## src/rtl/irq_agg_pkg.sv

```systemverilog
package irq_agg_pkg;
  typedef enum logic {
    PIN_RELEASED = 1'b0,
    PIN_DRIVEN   = 1'b1
  } pin_state_e;
endpackage

```

## src/rtl/irq_en_reg.sv

```systemverilog
module irq_en_reg #(
  parameter int N_EVT = 8
) (
  input  logic             clk,
  input  logic             rst_n,
  input  logic             wr,
  input  logic [N_EVT-1:0] wdata,
  output logic [N_EVT-1:0] en_q
);
  localparam logic [N_EVT-1:0] EN_RESET = '1;

  always_ff @(posedge clk or negedge rst_n) begin
    if (!rst_n)  en_q <= EN_RESET;
    else if (wr) en_q <= wdata;
  end
endmodule

```

## src/rtl/irq_clr_decode.sv

```systemverilog
module irq_clr_decode #(
  parameter int REG_W     = 8,
  parameter int CLR_BIT_A = 6,
  parameter int CLR_BIT_B = 7
) (
  input  logic             wr,
  input  logic [REG_W-1:0] wdata,
  output logic             clear_hit
);
  localparam logic [REG_W-1:0] ONE_HOT_A = REG_W'(1) << CLR_BIT_A;
  localparam logic [REG_W-1:0] ONE_HOT_B = REG_W'(1) << CLR_BIT_B;
  localparam logic [REG_W-1:0] CLR_MASK  = ONE_HOT_A | ONE_HOT_B;

  function automatic logic hits(input logic [REG_W-1:0] d);
    return |(d & CLR_MASK);
  endfunction

  assign clear_hit = wr & hits(wdata);
endmodule

```

## src/rtl/irq_sticky.sv

```systemverilog
module irq_sticky #(
  parameter int N_EVT = 8
) (
  input  logic             clk,
  input  logic             rst_n,
  input  logic [N_EVT-1:0] evt,
  input  logic             clear,
  output logic [N_EVT-1:0] flag_q
);
  // a new event wins over a clear arriving in the same cycle
  function automatic logic flag_next(input logic cur, input logic set, input logic clr);
    return set | (cur & ~clr);
  endfunction

  for (genvar i = 0; i < N_EVT; i++) begin : g_flag
    always_ff @(posedge clk or negedge rst_n) begin
      if (!rst_n) flag_q[i] <= 1'b0;
      else        flag_q[i] <= flag_next(flag_q[i], evt[i], clear);
    end
  end
endmodule

```

## src/rtl/irq_pin_hold.sv

```systemverilog
module irq_pin_hold
  import irq_agg_pkg::*;
(
  input  logic clk,
  input  logic rst_n,
  input  logic want,
  input  logic hold,
  output logic oe
);
  pin_state_e state_q;

  always_ff @(posedge clk or negedge rst_n) begin
    if (!rst_n)     state_q <= PIN_RELEASED;
    else if (!hold) state_q <= want ? PIN_DRIVEN : PIN_RELEASED;
  end

  assign oe = (state_q == PIN_DRIVEN);
endmodule

```

## src/rtl/irq_aggregator.sv

```systemverilog
module irq_aggregator #(
  parameter int N_EVT     = 8,
  parameter int REG_W     = 8,
  parameter int CLR_BIT_A = 6,
  parameter int CLR_BIT_B = 7
) (
  input  logic             clk,
  input  logic             rst_n,
  input  logic [N_EVT-1:0] evt_pulse,
  input  logic             en_wr,
  input  logic [N_EVT-1:0] en_wdata,
  input  logic             clr_wr,
  input  logic [REG_W-1:0] clr_wdata,
  input  logic             bus_busy,
  output logic             irq_oe
);
  logic [N_EVT-1:0] flag_q;
  logic [N_EVT-1:0] en_q;
  logic             clear_hit;
  logic             irq_want;

  function automatic logic any_enabled(input logic [N_EVT-1:0] f, input logic [N_EVT-1:0] e);
    return |(f & e);
  endfunction

  irq_en_reg #(.N_EVT(N_EVT)) u_en (
    .clk(clk), .rst_n(rst_n), .wr(en_wr), .wdata(en_wdata), .en_q(en_q)
  );

  irq_clr_decode #(.REG_W(REG_W), .CLR_BIT_A(CLR_BIT_A), .CLR_BIT_B(CLR_BIT_B)) u_dec (
    .wr(clr_wr), .wdata(clr_wdata), .clear_hit(clear_hit)
  );

  irq_sticky #(.N_EVT(N_EVT)) u_flags (
    .clk(clk), .rst_n(rst_n), .evt(evt_pulse), .clear(clear_hit), .flag_q(flag_q)
  );

  assign irq_want = any_enabled(flag_q, en_q);

  irq_pin_hold u_pin (
    .clk(clk), .rst_n(rst_n), .want(irq_want), .hold(bus_busy), .oe(irq_oe)
  );
endmodule

```

## config.mk

```make
export PLATFORM = sky130hd
export DESIGN_NAME = irq_aggregator
export DESIGN_NICKNAME = d
export VERILOG_FILES = /design/src/rtl/irq_agg_pkg.sv /design/src/rtl/irq_en_reg.sv /design/src/rtl/irq_clr_decode.sv /design/src/rtl/irq_sticky.sv /design/src/rtl/irq_pin_hold.sv /design/src/rtl/irq_aggregator.sv
export SDC_FILE = /design/constraint.sdc
export NUM_CORES = 1
export LEC_CHECK = 0
export CAP_MARGIN = 5
export CORE_AREA = 2 2 42 44
export DETAILED_ROUTE_END_ITERATION = 16
export DIE_AREA = 0 0 44 46
export DONT_BUFFER_PORTS = 1
export SYNTH_ARGS = -nofsm -noshare
export SYNTH_HDL_FRONTEND = slang
export SYNTH_SLANG_ARGS = --single-unit
```

## constraint.sdc

```tcl
create_clock -name clk -period 1.3 [get_ports clk]
set_input_delay 0.13 -clock clk [delete_from_list [all_inputs] [get_ports clk]]
set_output_delay 0.13 -clock clk [all_outputs]
set_load 0.03 [all_outputs]
```

==> reports/metrics.cfg <==
[run_status]
status = completed

[yosys]
yosys.area.top_type = dfrtp_1
synth_nets = 70
synth_edf_count = 0
synth.avg_cell_area_sq_um = 15.9
netlist_area_sq_um = 653
ys_ff_latch = 17
synth.distinct_cells = 11
synth_commonest_cells = 9 x dfrtp_1, 8 x dfstp_2, 7 x a21o_1, 7 x mux2_2, 3 x a22oi_1
ys_warn_count = 0
synth_top_area_share_pct = 34.5
ys_seq_area_share_pct = 66.7
synthFlopType = dfrtp_1
synth_cells = 41
yosysMostFrequentCell = dfrtp_1
async_flop_share_pct = 100
synthTopCellsByArea = dfrtp_1 34%, dfstp_2 32%, mux2_2 12%, a21o_1 8.0%, a22oi_1 3.4%

[setup_path]
worst_ep_arrival_time_ns = 1.51
start_kind = input pin
reg2reg_slack_ns = 0.03
worst_ep_required_time_ns = 1.51
path_delay_family = buffers and inverters
max_stage_delay_ns = 0.56
crit_start = en_wdata[0]
cp.depth = 3
r2r_end = u_en.en_q[6]$_DFFE_PN1P_
cp.buffers_inverters = 2
timing.rr.start = u_en.en_q[6]$_DFFE_PN1P_
reg2reg_depth = 2
crit_type = input pin to flip-flop
cp_cell_sequence = dlygate4sd3_1, mux2_1, dlygate4sd3_1
slowest_stage = dlygate4sd3_1
worstSetupEndpointType = flip-flop
crit_end = u_en.en_q[0]$_DFFE_PN1P_
crit_top_cell = dlygate4sd3_1
critPathMaxFanout = 1

[die]
die_area_sq_um = 2020
die_h_um = 46
die_w_um = 44
coreArea_sq_um = 1610
rows = 15
pin_count = 30
initial_core_util_pct = 40.5

[clocking]
cts_root_buf = clkbuf_4
clockBufferDepth = 2
cts_tree = built
clock-sinks = 17
insertion_delay_ns = 0.28
cts_resized = 0
h-tree-depth = 1
numCtsBuffers = 3
clk_pin_slew_worst_paths_ns = 0.10

[timing]
worst_hold_slack_ns = 0.157
period_needed_ns = 1.29
slew_violations = 0
tightest_slew_ns = 0.717
final-setup-viol-count = 0
worst_slack_ns = 0.00698
relSlewSlack_pct = 52.0
clock.fmax_mhz = 773
hold_violations = 0
skew_ns = 0.00679
finalCritPeriodShare_pct = 99.5

[grt]
grt_pass1_vias = 496
antenna_found_initial = 0
grt_max_degree = 18
grt_remaining_overflow = 0
grt_pass1_wl_um = 2140
grt_usage_pct = 15.3

[cells_and_area]
diodes = 0
layout-drive-gt1-share_pct = 34.3
nNetsFinal = 100
synthToLayoutAreaGrowth_pct = 45.8
fin_util_pct = 59.0

[routing]
ant_nets = 0
drc_errors = 0
routed_wl_um = 1400
drt_iter0_markers = 0
routed_via_density = 5.25
vias = 457
routedWlPerCell_um = 16.1
dr.pass1.iters = 1

[power]
swShare_pct = 22.8
comb_power_share_pct = 15.0
p_int_w = 0.000814
power_frac_clock_pct = 26.2
leakage_nw = 0.391
power.switching_w = 0.000240
ir_drop_mv = 0.632
pwr_density_cell_nw_per_um2 = 1110
seq_power_share_pct = 58.9

[flow_run]
cap_violations = 0

[place]
port_buffers = 0
routabilityCongestion = 0.703
post-place-ws_ns = 0.180

[worst_hold_path]
min_path_type = input pin to flip-flop

## worst min path at each step
stage	cells after the start	from	endpoint
final	2	clr_wr	u_flags.flag_q[3]$_DFF_PN0_
after global routing	2	clr_wr	u_flags.flag_q[1]$_DFF_PN0_
after CTS	2	clr_wr	u_flags.flag_q[3]$_DFF_PN0_
after detailed placement	0	rst_n	u_flags.flag_q[7]$_DFF_PN0_
after global placement	0	rst_n	u_flags.flag_q[7]$_DFF_PN0_
after floorplan	0	rst_n	u_flags.flag_q[0]$_DFF_PN0_
## worst register-to-register path, stage by stage (launching register included)
cell and delay (ns):
dfstp_2 0.55, mux2_2 0.13, dlygate4sd3_1 0.54
## power groups by stage
stage / combinational [W] / clock, W / sequential [W]
finish: 0.000158 / 0.000276 / 0.000620
CTS: 0.000158 / 0.000294 / 0.000622
floorplan: 0.0000641 / 0 / 0.000622
detailed placement: 0.0000710 / 0 / 0.000632
global placement: 0.0000666 / 0 / 0.000626
global route: 0.000173 / 0.000320 / 0.000628
## through the flow
stage,setup TNS (ns),std cells,power [W],instance area (sq um)
after floorplan,0,41,0.000686,653
after global placement,0,57,0.000693,669
after detailed placement,0,57,0.000703,669
after CTS,0,87,0.00107,957
after global routing,-0.00709,87,0.00112,952
final,0,87,0.00105,952
## cell type report
type / instances / area (sq um)
Timing Repair Buffer: 26 / 255
Clock inverter: 1 / 5.00
Clock buffer: 3 / 22.5
Tap cell: 17 / 21.3
Fill cell: 132 / 662
Multi-Input combinational cell: 23 / 213
Sequential cell: 17 / 435
## state kept, by name, indices dropped and copies added, names as in the netlist
| signal | cells |
|---|---|
| u_pin.oe | 1 |
| u_flags.flag_q | 8 |
| u_en.en_q | 8 |
## logic make-up (layout without fill, tap and decap cells)
logic type	Yosys count	count (layout)	share of synthesized area (%)
buffers and inverters	1	30	0.766
DFF	17	17	66.7
and+or+nand+nor	1	1	0.958
muxes	9	9	15.5
AOI/OAI and AO/OA	13	13	16.1
## layer usage
metal | vias to the layer above | share of wire, % | GRT usage, %
met2 | 19 | 56 | 26.8
met4 | 0 | 0 | 5.45
li1 | 210 | - | -
met5 | - | 0 | 0
met1 | 228 | 39 | 17.4
met3 | 0 | 5.1 | 5.16
## placed cells by master, fill, tap and decap left out, drive strengths merged
cell type    count
o21ai            1
buf              2
dfrtp            9
a21o             8
dlygate4sd3     24
dfstp            8
a22oi            4
nand4            1
mux2             9
clkbuf           3
clkinv           1
## timing repair
action / CTS / global route
hold buffers: 26 / 1
setup buffers: 0 / 2
endpoints found under the setup margin: 0 / 5
endpoints found under the hold margin: 34 / 3
(Power assumes the default switching activity.)
